[src/rtl/bwdec_pkg.sv]
package bwdec_pkg;

    localparam int ADDR_W   = 16;                 // logical address width
    localparam int BA_W     = 15;                 // byte-wide SRAM address width
    localparam int GRAN_LSB = 12;                 // boundary granularity (4 KB)
    localparam int INV_TOP  = 2;                  // number of top SRAM lines inverted
    localparam int UNIT_W   = ADDR_W - GRAN_LSB;  // boundary register width
    localparam int IDX_W    = BA_W - GRAN_LSB;    // page index width inside window
    localparam logic [UNIT_W-1:0] FULL_UNITS = UNIT_W'(1 << IDX_W);

    typedef struct packed {
        logic              valid;
        logic              is_code;
        logic              write;
        logic              bank2;
        logic [ADDR_W-1:0] addr;
    } req_t;

    typedef enum logic [1:0] {
        TGT_NONE = 2'd0,
        TGT_SEL1 = 2'd1,
        TGT_SEL2 = 2'd2,
        TGT_PORT = 2'd3
    } tgt_e;

    function automatic logic in_window(logic [ADDR_W-1:0] a);
        return a[ADDR_W-1:BA_W] == '0;
    endfunction

    function automatic logic [UNIT_W-1:0] clamp_units(logic [ADDR_W-1:0] v);
        logic [UNIT_W-1:0] u;
        u = v[ADDR_W-1:GRAN_LSB];
        return (u >= FULL_UNITS) ? FULL_UNITS : u;
    endfunction

    function automatic logic [UNIT_W-1:0] page_of(logic [ADDR_W-1:0] a);
        return UNIT_W'(a[BA_W-1:GRAN_LSB]);
    endfunction

endpackage

[src/rtl/bwdec_bound_reg.sv]
module bwdec_bound_reg
    import bwdec_pkg::*;
(
    input  logic              clk,
    input  logic              rst,
    input  logic              ld,
    input  logic [ADDR_W-1:0] val,
    output logic [UNIT_W-1:0] bound
);

    always_ff @(posedge clk) begin
        if (rst)
            bound <= FULL_UNITS;
        else if (ld)
            bound <= clamp_units(val);
    end

    // boundary never exceeds the window and only moves on a load
    a_r4_bound_range: assert property (@(posedge clk) disable iff (rst)
        bound <= FULL_UNITS);
    a_r4_bound_stable: assert property (@(posedge clk) disable iff (rst)
        !ld |=> $stable(bound));

endmodule

[src/rtl/bwdec_route.sv]
module bwdec_route
    import bwdec_pkg::*;
(
    input  req_t              req,
    input  logic              hold,
    input  logic [UNIT_W-1:0] bound,
    output tgt_e              tgt,
    output logic              prot
);

    always_comb begin
        tgt = TGT_NONE;
        if (!hold && req.valid) begin
            if (!req.is_code && req.bank2)
                tgt = TGT_SEL2;
            else if (in_window(req.addr))
                tgt = TGT_SEL1;
            else
                tgt = TGT_PORT;
        end
    end

    assign prot = page_of(req.addr) < bound;

endmodule

[src/rtl/bwdec_strobe.sv]
module bwdec_strobe
    import bwdec_pkg::*;
(
    input  logic clk,
    input  logic rst,
    input  req_t req,
    input  logic hold,
    input  tgt_e tgt,
    input  logic prot,
    output logic sel1_n,
    output logic sel2_n,
    output logic wr_n,
    output logic to_port,
    output logic blocked
);

    logic data_wr;
    logic wr_ok;

    assign data_wr = req.write && !req.is_code;

    always_comb begin
        sel1_n  = (tgt != TGT_SEL1);
        sel2_n  = (tgt != TGT_SEL2);
        to_port = (tgt == TGT_PORT);
        wr_ok   = data_wr && ((tgt == TGT_SEL2) || (tgt == TGT_SEL1 && !prot));
        wr_n    = !wr_ok;
        blocked = data_wr && (tgt == TGT_SEL1) && prot;
    end

    // a selected protected page never sees the write strobe
    a_r3_no_write_in_code: assert property (@(posedge clk) disable iff (rst)
        (!sel1_n && prot) |-> wr_n);
    // fetches are read-only and never use the data-only bank
    a_r6_fetch_read_only: assert property (@(posedge clk) disable iff (rst)
        (req.valid && req.is_code) |-> (wr_n && sel2_n));
    // hold masks every strobe
    a_r8_hold_quiet: assert property (@(posedge clk) disable iff (rst)
        hold |-> (sel1_n && sel2_n && wr_n && !to_port));
    // at most one destination per cycle
    a_r5_one_target: assert property (@(posedge clk) disable iff (rst)
        $onehot0({!sel1_n, !sel2_n, to_port}));
    // no request, no activity
    a_r10_idle_quiet: assert property (@(posedge clk) disable iff (rst)
        !req.valid |-> (sel1_n && sel2_n && wr_n && !to_port));

endmodule

[src/rtl/bwdec_top.sv]
module bwdec_top
    import bwdec_pkg::*;
(
    input  logic              clk,
    input  logic              rst,
    input  logic              hold,
    input  logic              req_valid,
    input  logic              req_code,
    input  logic              req_write,
    input  logic              req_bank2,
    input  logic [ADDR_W-1:0] req_addr,
    input  logic              bound_ld,
    input  logic [ADDR_W-1:0] bound_val,
    output logic              sel1_n,
    output logic              sel2_n,
    output logic              wr_n,
    output logic              to_port,
    output logic [BA_W-1:0]   sram_addr,
    output logic              wp_hit
);

    req_t              req;
    logic              quiet;
    logic [UNIT_W-1:0] bound;
    tgt_e              tgt;
    logic              prot;
    logic              blocked;

    assign req   = '{valid: req_valid, is_code: req_code, write: req_write,
                     bank2: req_bank2, addr: req_addr};
    assign quiet = hold || rst;

    bwdec_bound_reg u_bound (
        .clk   (clk),
        .rst   (rst),
        .ld    (bound_ld),
        .val   (bound_val),
        .bound (bound)
    );

    bwdec_route u_route (
        .req   (req),
        .hold  (quiet),
        .bound (bound),
        .tgt   (tgt),
        .prot  (prot)
    );

    bwdec_strobe u_strobe (
        .clk     (clk),
        .rst     (rst),
        .req     (req),
        .hold    (quiet),
        .tgt     (tgt),
        .prot    (prot),
        .sel1_n  (sel1_n),
        .sel2_n  (sel2_n),
        .wr_n    (wr_n),
        .to_port (to_port),
        .blocked (blocked)
    );

    // Address lines: the top INV_TOP lines are inverted, the rest pass through
    genvar gi;
    generate
        for (gi = 0; gi < BA_W; gi++) begin : g_ba
            if (gi >= BA_W - INV_TOP) begin : g_inv
                assign sram_addr[gi] = ~req_addr[gi];
            end else begin : g_pass
                assign sram_addr[gi] = req_addr[gi];
            end
        end
    endgenerate

    always_ff @(posedge clk) begin
        if (rst)
            wp_hit <= 1'b0;
        else
            wp_hit <= blocked;
    end

    // a suppressed data write to the primary window is reported next cycle
    a_r9_hit_follows: assert property (@(posedge clk) disable iff (rst)
        (req_valid && !req_code && req_write && !sel1_n && wr_n) |=> wp_hit);
    // no report without a write attempt in the previous cycle
    a_r9_hit_needs_write: assert property (@(posedge clk) disable iff (rst)
        !(req_valid && req_write) |=> !wp_hit);
    // inverted lines are the complement of the logical bits
    a_r7_top_inverted: assert property (@(posedge clk) disable iff (rst)
        sram_addr[BA_W-1] != req_addr[BA_W-1]);

endmodule

[config.mk]
export PLATFORM = sky130hd
export DESIGN_NAME = bwdec_top
export DESIGN_NICKNAME = d
export VERILOG_FILES = /design/src/rtl/bwdec_pkg.sv /design/src/rtl/bwdec_bound_reg.sv /design/src/rtl/bwdec_route.sv /design/src/rtl/bwdec_strobe.sv /design/src/rtl/bwdec_top.sv
export SDC_FILE = /design/constraint.sdc
export NUM_CORES = 1
export LEC_CHECK = 0
export ABC_AREA = 0
export BUFFER_PORTS_ARGS = -buffer_cell sky130_fd_sc_hd__buf_2
export CAP_MARGIN = 20
export CORE_MARGIN = 3
export CORE_UTILIZATION = 25
export CTS_CLUSTER_SIZE = 24
export DETAILED_ROUTE_END_ITERATION = 16
export HOLD_SLACK_MARGIN = 0.12
export MAX_ROUTING_LAYER = met4
export PLACE_DENSITY = 0.74
export SKIP_LAST_GASP = 1
export SYNTH_ARGS = -nofsm -noshare
export SYNTH_HDL_FRONTEND = slang
export SYNTH_SLANG_ARGS = --single-unit
[constraint.sdc]
create_clock -name clk -period 1.3 [get_ports clk]
set_input_delay 0.325 -clock clk [delete_from_list [all_inputs] [get_ports clk]]
set_output_delay 0.325 -clock clk [all_outputs]
set_load 0.01 [all_outputs]
==> flow_metrics.env, run 1 <==
export IMPL_status="finished, violations left"
export IMPL_failed_checks="negative setup slack"
export IMPL_worst_hold_slack_ns=0.347
export IMPL_fin_nets=114
export IMPL_grt_max_degree=9
export IMPL_fin_util_pct=39.8
export IMPL_syn_nets=92
export IMPL_setup_violations=2
export IMPL_cts_tree="done"
export IMPL_tightest_slew_ns=0.198
export IMPL_crit_arrival_ns=1.36
export IMPL_seq_area_frac_synth_pct=24.4
export IMPL_final_setup_worst_slack_ns=-0.390
export IMPL_p_sw_mw=0.107
export IMPL_fillerInstances=151
export IMPL_avgSynthCellArea_um2=8.21
export IMPL_yosys_warnings=0
export IMPL_grt_pass1_wl_mm=1.35
export IMPL_rows=13
export IMPL_wl_per_cell_um=9.51
export IMPL_swShare_pct=24.2
export IMPL_timing_slew_headroom_pct=86.7
export IMPL_leakagePower_nw=0.264
export IMPL_insertedDiodeCount=0
export IMPL_syn_area_um2=410
export IMPL_antenna_found_initial=0
export IMPL_drt_vias_per_instance=4.26
export IMPL_drtPass1Iterations=3
export IMPL_overflow=0
export IMPL_yosys_register_bits=5
export IMPL_htreeDepth=1
export IMPL_end_kind="primary output"
export IMPL_place_area_um2=522
export IMPL_drive_gt1_share_pct=69.0
export IMPL_initial_core_util_pct=29.0
export IMPL_detail_route_antenna_nets=0
export IMPL_grt_setup_unrepaired="yes"
export IMPL_die_area_um2=2160
export IMPL_ys_async_sr_fraction_pct=0
export IMPL_hold_violations=0
export IMPL_first_global_vias=372
export IMPL_final_area_um2=563
export IMPL_finalCritPeriodShare_pct=130
export IMPL_fmax_ghz=0.592
export IMPL_synth_largest_area_cell="dfxtp_1"
export IMPL_synth_top_cell_area_share_pct=24.4
export IMPL_min_delay_path_class="in -> reg"
export IMPL_cts_buffer_depth=2
export IMPL_start_kind="register"
export IMPL_die_h_um=46.5
export IMPL_finClkSkew_ns=0.00351
export IMPL_dominantRegCellSynth="dfxtp_1"
export IMPL_cp_required_ns=0.98
export IMPL_area_delta_synth_final_pct=37.2
export IMPL_pwr_share_comb_pct=22.9
export IMPL_power_density_nw_per_um2=785
export IMPL_gp_congestion=0.614
export IMPL_final_max_slew_viol_count=0
export IMPL_hpwl_um=714
export IMPL_io_pins=60
export IMPL_core_area_um2=1420
export IMPL_vias=366
export IMPL_synth_edf_count=0
export IMPL_yosysUniqueCellTypes=20
export IMPL_path_clk_slew_ns=0.05
export IMPL_io_buffers=23
export IMPL_cts_sinks=5
export IMPL_postSynthCellCount=50
export IMPL_groute_usage_overall_pct=8.85
export IMPL_period_needed_ns=1.69
export IMPL_irDropWorstVdd_v=0.000323
export IMPL_die_w_um=46.5
export IMPL_p_int_mw=0.335
export IMPL_cts_inserted_buffers=3
export IMPL_drc=0
export IMPL_clkLatencyLatePin_ns=0.24
export IMPL_synth_area_leaders="dfxtp_1 24%, buf_4 24%, ha_1 6.1%"
export IMPL_crit_type="reg -> out"
export IMPL_clkPwrFrac_pct=40.2
export IMPL_drtIter0Drc=2
export IMPL_seqPwrFrac_pct=36.9
export IMPL_crit_fanout=2
export IMPL_cap_violations=0
export IMPL_cts_root_buffer_cell="clkbuf_4"
export IMPL_drt_wl_total_um=818
## worst max-delay path: stages, from the launching register on
cell and delay, ns:
dfxtp_2 0.31, inv_2 0.06, ha_4 0.19, a211oi_2 0.23
nor3_2 0.07, a31oi_2 0.12, buf_2 0.15
## per-layer routing
metal	track usage, %	up-vias	part of all wire, %
met4	4.55	0	0.73
met1	9.20	150	32
met3	4.30	2	15
met2	13.7	22	52
li1	-	192	-
met5	-	-	0
## metrics by stage
| stage | cells | power [mW] | setup WS, ns | setup TNS [ns] |
|---|---|---|---|---|
| after floorplan | 50 | 0.250 | -0.0485 | -0.0485 |
| after global placement | 81 | 0.261 | -0.289 | -0.382 |
| after detailed placement | 81 | 0.264 | -0.292 | -0.431 |
| after CTS | 86 | 0.447 | -0.421 | -0.509 |
| after global routing | 86 | 0.475 | -0.467 | -0.680 |
| final | 86 | 0.442 | -0.390 | -0.461 |
## Yosys cell counts, types with 2 or more instances
cell,number
inv_1,4
and2b_2,2
nand2b_1,4
ha_1,2
buf_4,13
nor3b_2,2
nand2_1,3
o22ai_1,2
nor2b_1,3
dfxtp_1,5
## layout make-up
| type | count | area [µm²] | share of cell area [%] |
|---|---|---|---|
| clock buffer | 4 | 26.3 | 4.67 |
| inverter | 5 | 18.8 | 3.33 |
| multi-input combinational | 27 | 229 | 40.7 |
| sequential | 5 | 103 | 18.2 |
| tap | 15 | 18.8 | 3.33 |
| timing repair buffer | 30 | 168 | 29.8 |
## power groups by stage
stage | clock network, mW | registers, mW | logic, mW
after floorplan | 0 | 0.165 | 0.0852
final | 0.178 | 0.163 | 0.101
after global placement | 0 | 0.165 | 0.0959
after detailed placement | 0 | 0.166 | 0.0985
after global routing | 0.197 | 0.164 | 0.115
after CTS | 0.184 | 0.163 | 0.101
## path summary, 6_finish.rpt
check | to | slack (ns) | start | depth (start not counted)
hold reg to reg | u_bound.bound[0] | 0.47 | u_bound.bound[0] | 2
hold / removal | u_bound.bound[3] | 0.35 | bound_val[15] | 2
setup / recovery | wr_n | -0.39 | u_bound.bound[1] | 6
setup reg to reg | wp_hit | 0.11 | u_bound.bound[1] | 6
## cells by family (layout without fill, tap and decap cells)
kind of cell	count (synthesis)	count (layout)	share of synthesized area, %
adder cells (fa/ha/maj)	2	2	6.10
flip-flops	5	5	24.4
buffers and inverters	18	39	28.4
AO/OA/AOI/OAI	6	6	10.1
AND/OR/NAND/NOR	19	19	31.1
## sequential cells by signal, summed over array words and instances, names as in the netlist
name,flops
u_bound.bound,4
wp_hit,1
## what timing repair did
item	4_1_cts	5_1_grt
setup buffers	1	0
gates resized for setup	0	3
endpoints found under the setup margin	3	4
hold buffers	0	0
pin swaps	4	4
## layout by cell type (no fill, tap or decap), types with 2 or more instances in the layout
cell and count:
and2b_2 2, dfxtp_2 2, nor2b_1 3, inv_2 3, nand2_1 3, o22ai_1 2, inv_1 2, dfxtp_1 3
nand2b_1 4, buf_4 7, clkbuf_4 3, buf_2 23
No activity file was read; power rests on OpenSTA's default activity.
==> run 2: changes to the inputs <==
ABC_AREA = 1   (was 0)
CORE_UTILIZATION = 26   (was 25)
PLACE_DENSITY = 0.75   (was 0.74)
==> run 2 against run 1 <==
The run still ends with negative setup slack left. Synthesized area up 6.7%. Non-clock buffer count up 2. Hold slack worse by 0.036 ns. Critical path depth up 4. Clock power about the same. Utilization up 2.6 points. Critical path type unchanged.
==> flow_metrics.env, run 2 <==
export IMPL_ys_async_sr_fraction_pct=0
export IMPL_fin_util_pct=42.4
export IMPL_cpPeakStageDelay_ns=0.31
export IMPL_top_regs="u_bound.bound x4, wp_hit x1"
export IMPL_final_common_cell="buf_2"
export IMPL_avgSynthCellArea_um2=6.95
export IMPL_timing_slew_headroom_pct=86.0
export IMPL_period_needed_ns=1.66
export IMPL_drive_gt1_share_pct=66.3
export IMPL_grt_setup_unrepaired="yes"
export IMPL_drc=0
export IMPL_syn_nets=105
export IMPL_fin_nets=129
export IMPL_cts_inserted_buffers=3
export IMPL_dominantRegCellSynth="dfxtp_1"
export IMPL_synthMostInstantiatedCell="buf_4"
export IMPL_yosysUniqueCellTypes=16
export IMPL_synth_cells_most_frequent="13 x buf_4, 12 x inv_1, 11 x nand2_1, 5 x dfxtp_1, 4 x a21oi_1"
export IMPL_largest_reg_flops=4
export IMPL_postSynthCellCount=63
export IMPL_start_kind="register"
export IMPL_io_buffers=23
export IMPL_hold_path_cell_count=3
export IMPL_initial_core_util_pct=28.4
export IMPL_detail_route_antenna_nets=0
export IMPL_area_delta_synth_final_pct=49.1
export IMPL_setup_violations=2
export IMPL_cap_violations=0
export IMPL_crit_path_frequent_cell="nand2_2"
export IMPL_groute_usage_overall_pct=9.11
export IMPL_cts_sinks=5
export IMPL_min_from="bound_val[15]"
export IMPL_worst_hold_slack_ns=0.311
export IMPL_rr_startpoint="u_bound.bound[1]"
export IMPL_die_w_um=47.0
export IMPL_synth_top_cell_area_share_pct=22.9
export IMPL_die_area_um2=2210
export IMPL_r2r_end="wp_hit"
export IMPL_fmax_ghz=0.601
export IMPL_final_max_slew_viol_count=0
export IMPL_synth_largest_area_cell="dfxtp_1"
export IMPL_drt_vias_per_instance=4.26
export IMPL_yosys_register_bits=5
export IMPL_rows=14
export IMPL_die_h_um=47.0
export IMPL_path_clk_slew_ns=0.04
export IMPL_regMostFlops="u_bound.bound"
export IMPL_gp_congestion=0.629
export IMPL_overflow=0
export IMPL_insertedDiodeCount=0
export IMPL_cts_buffer_depth=2
export IMPL_fillerInstances=155
export IMPL_end_kind="primary output"
export IMPL_mostFrequentLayoutCells="20 x buf_2, 9 x inv_1, 8 x buf_4"
export IMPL_finClkSkew_ns=0.000324
export IMPL_crit_arrival_ns=1.34
export IMPL_tightest_slew_ns=0.208
export IMPL_final_area_um2=653
export IMPL_synth_area_leaders="dfxtp_1 23%, buf_4 22%, inv_1 10%"
export IMPL_vias=435
export IMPL_antenna_found_initial=0
export IMPL_wl_per_cell_um=9.57
export IMPL_min_delay_path_class="in -> reg"
export IMPL_place_area_um2=523
export IMPL_cts_root_buffer_cell="clkbuf_4"
export IMPL_power_density_nw_per_um2=744
export IMPL_crit_fanout=2
export IMPL_core_area_um2=1540
export IMPL_cts_hold_buffers=0
export IMPL_status="finished, violations left"
export IMPL_drtIter0Drc=3
export IMPL_htreeDepth=1
export IMPL_r2r_cells=9
export IMPL_grt_max_degree=6
export IMPL_path_cells="inv_2 > ha_4 > inv_2 > nor2_2 > nand2_2 > nand2_4 > nand2_2 > nand2_2 > nand2_2 > buf_6"
export IMPL_drt_wl_total_um=976
export IMPL_irDropWorstVdd_v=0.000397
export IMPL_rrSetupSlack_ns=0.10
export IMPL_clkLatencyLatePin_ns=0.24
export IMPL_cpMaxStageDelayCell="dfxtp_2"
export IMPL_yosys_warnings=0
export IMPL_io_pins=60
export IMPL_leakagePower_nw=0.351
export IMPL_seq_area_frac_synth_pct=22.9
export IMPL_hold_violations=0
export IMPL_finalCritPeriodShare_pct=128
export IMPL_hpwl_um=787
export IMPL_grt_pass1_wl_mm=1.32
export IMPL_min_to="u_bound.bound[3]"
export IMPL_synth_edf_count=0
export IMPL_cts_tree="done"
export IMPL_drtPass1Iterations=2
export IMPL_final_setup_worst_slack_ns=-0.364
export IMPL_first_global_vias=374
export IMPL_syn_area_um2=438
export IMPL_crit_type="reg -> out"
export IMPL_pre_cts_slack_ns=-0.270
export IMPL_failed_checks="negative setup slack"
export IMPL_cp_required_ns=0.98
[run 2: cell types whose count changed in the layout (fill, tap and decap cells not counted), moves of 3 or more]
cell	change
nand2_2	+5
nand2_1	+3
buf_2	-3
nor2b_1	-3
buf_6	+3
nand2b_1	-4
inv_1	+7
a21oi_1	+3
[run 2: worst max-delay path by stage]
stage | from | to | slack (ns) | cells after the start
2_1_floorplan | req_addr[13] | wr_n | -0.02 | 8
3_3_place_gp | req_addr[14] | wr_n | -0.26 | 10
5_1_grt | u_bound.bound[2] | wr_n | -0.43 | 10
3_5_place_dp | req_addr[13] | wr_n | -0.27 | 10
6_report | u_bound.bound[2] | wr_n | -0.36 | 10
4_1_cts | u_bound.bound[2] | wr_n | -0.41 | 10
[run 2: final cells by class]
cell class | instances | area, µm² | share of cell area (%)
flip-flops and latches | 5 | 103 | 15.7
repair buffers | 32 | 209 | 32.0
clock buffers | 4 | 26.3 | 4.02
inverters | 15 | 61.3 | 9.39
well taps | 16 | 20.0 | 3.07
multi-input cells | 30 | 234 | 35.8
[run 2: critical path, delay by kind of cell, from the launching register on]
| family | cells | cell delay [ns] |
|---|---|---|
| adder cells (fa/ha/maj) | 1 | 0.25 |
| buffers and inverters | 3 | 0.18 |
| flip-flops | 1 | 0.31 |
| AND/OR/NAND/NOR | 6 | 0.35 |
[run 2: logic make-up after synthesis]
| logic type | count (synthesis) | share of synthesized area [%] |
|---|---|---|
| buffers and inverters | 28 | 35.1 |
| AOI/OAI and AO/OA | 8 | 10.3 |
| and+or+nand+nor | 20 | 26.0 |
| adders and majority gates | 2 | 5.71 |
| DFF | 5 | 22.9 |
[run 2: timing repair]
item	CTS	global route
setup endpoints to repair	2	5
buffers inserted	2	1
gates resized for setup	10	11
pin swaps	9	10
[run 2: power breakdown]
part           internal [mW]  leakage [nW]  switching [mW]
combinational         0.0746         0.295          0.0678
clock                  0.116        0.0150          0.0601
sequential             0.163        0.0419         0.00427
[run 2: layer usage]
metal	vias up	track usage [%]	share of wire, %
met5	-	-	0
met4	0	5.52	0.41
met3	2	4.60	11
met2	15	14.9	56
met1	195	8.41	32
li1	223	-	-
[run 2: through the flow]
step | total power, mW | cells | setup TNS (ns)
6_report | 0.486 | 102 | -0.398
5_1_grt | 0.522 | 102 | -0.529
4_1_cts | 0.479 | 101 | -0.469
3_5_place_dp | 0.277 | 95 | -0.327
3_3_place_gp | 0.273 | 95 | -0.305
2_1_floorplan | 0.260 | 63 | -0.0195
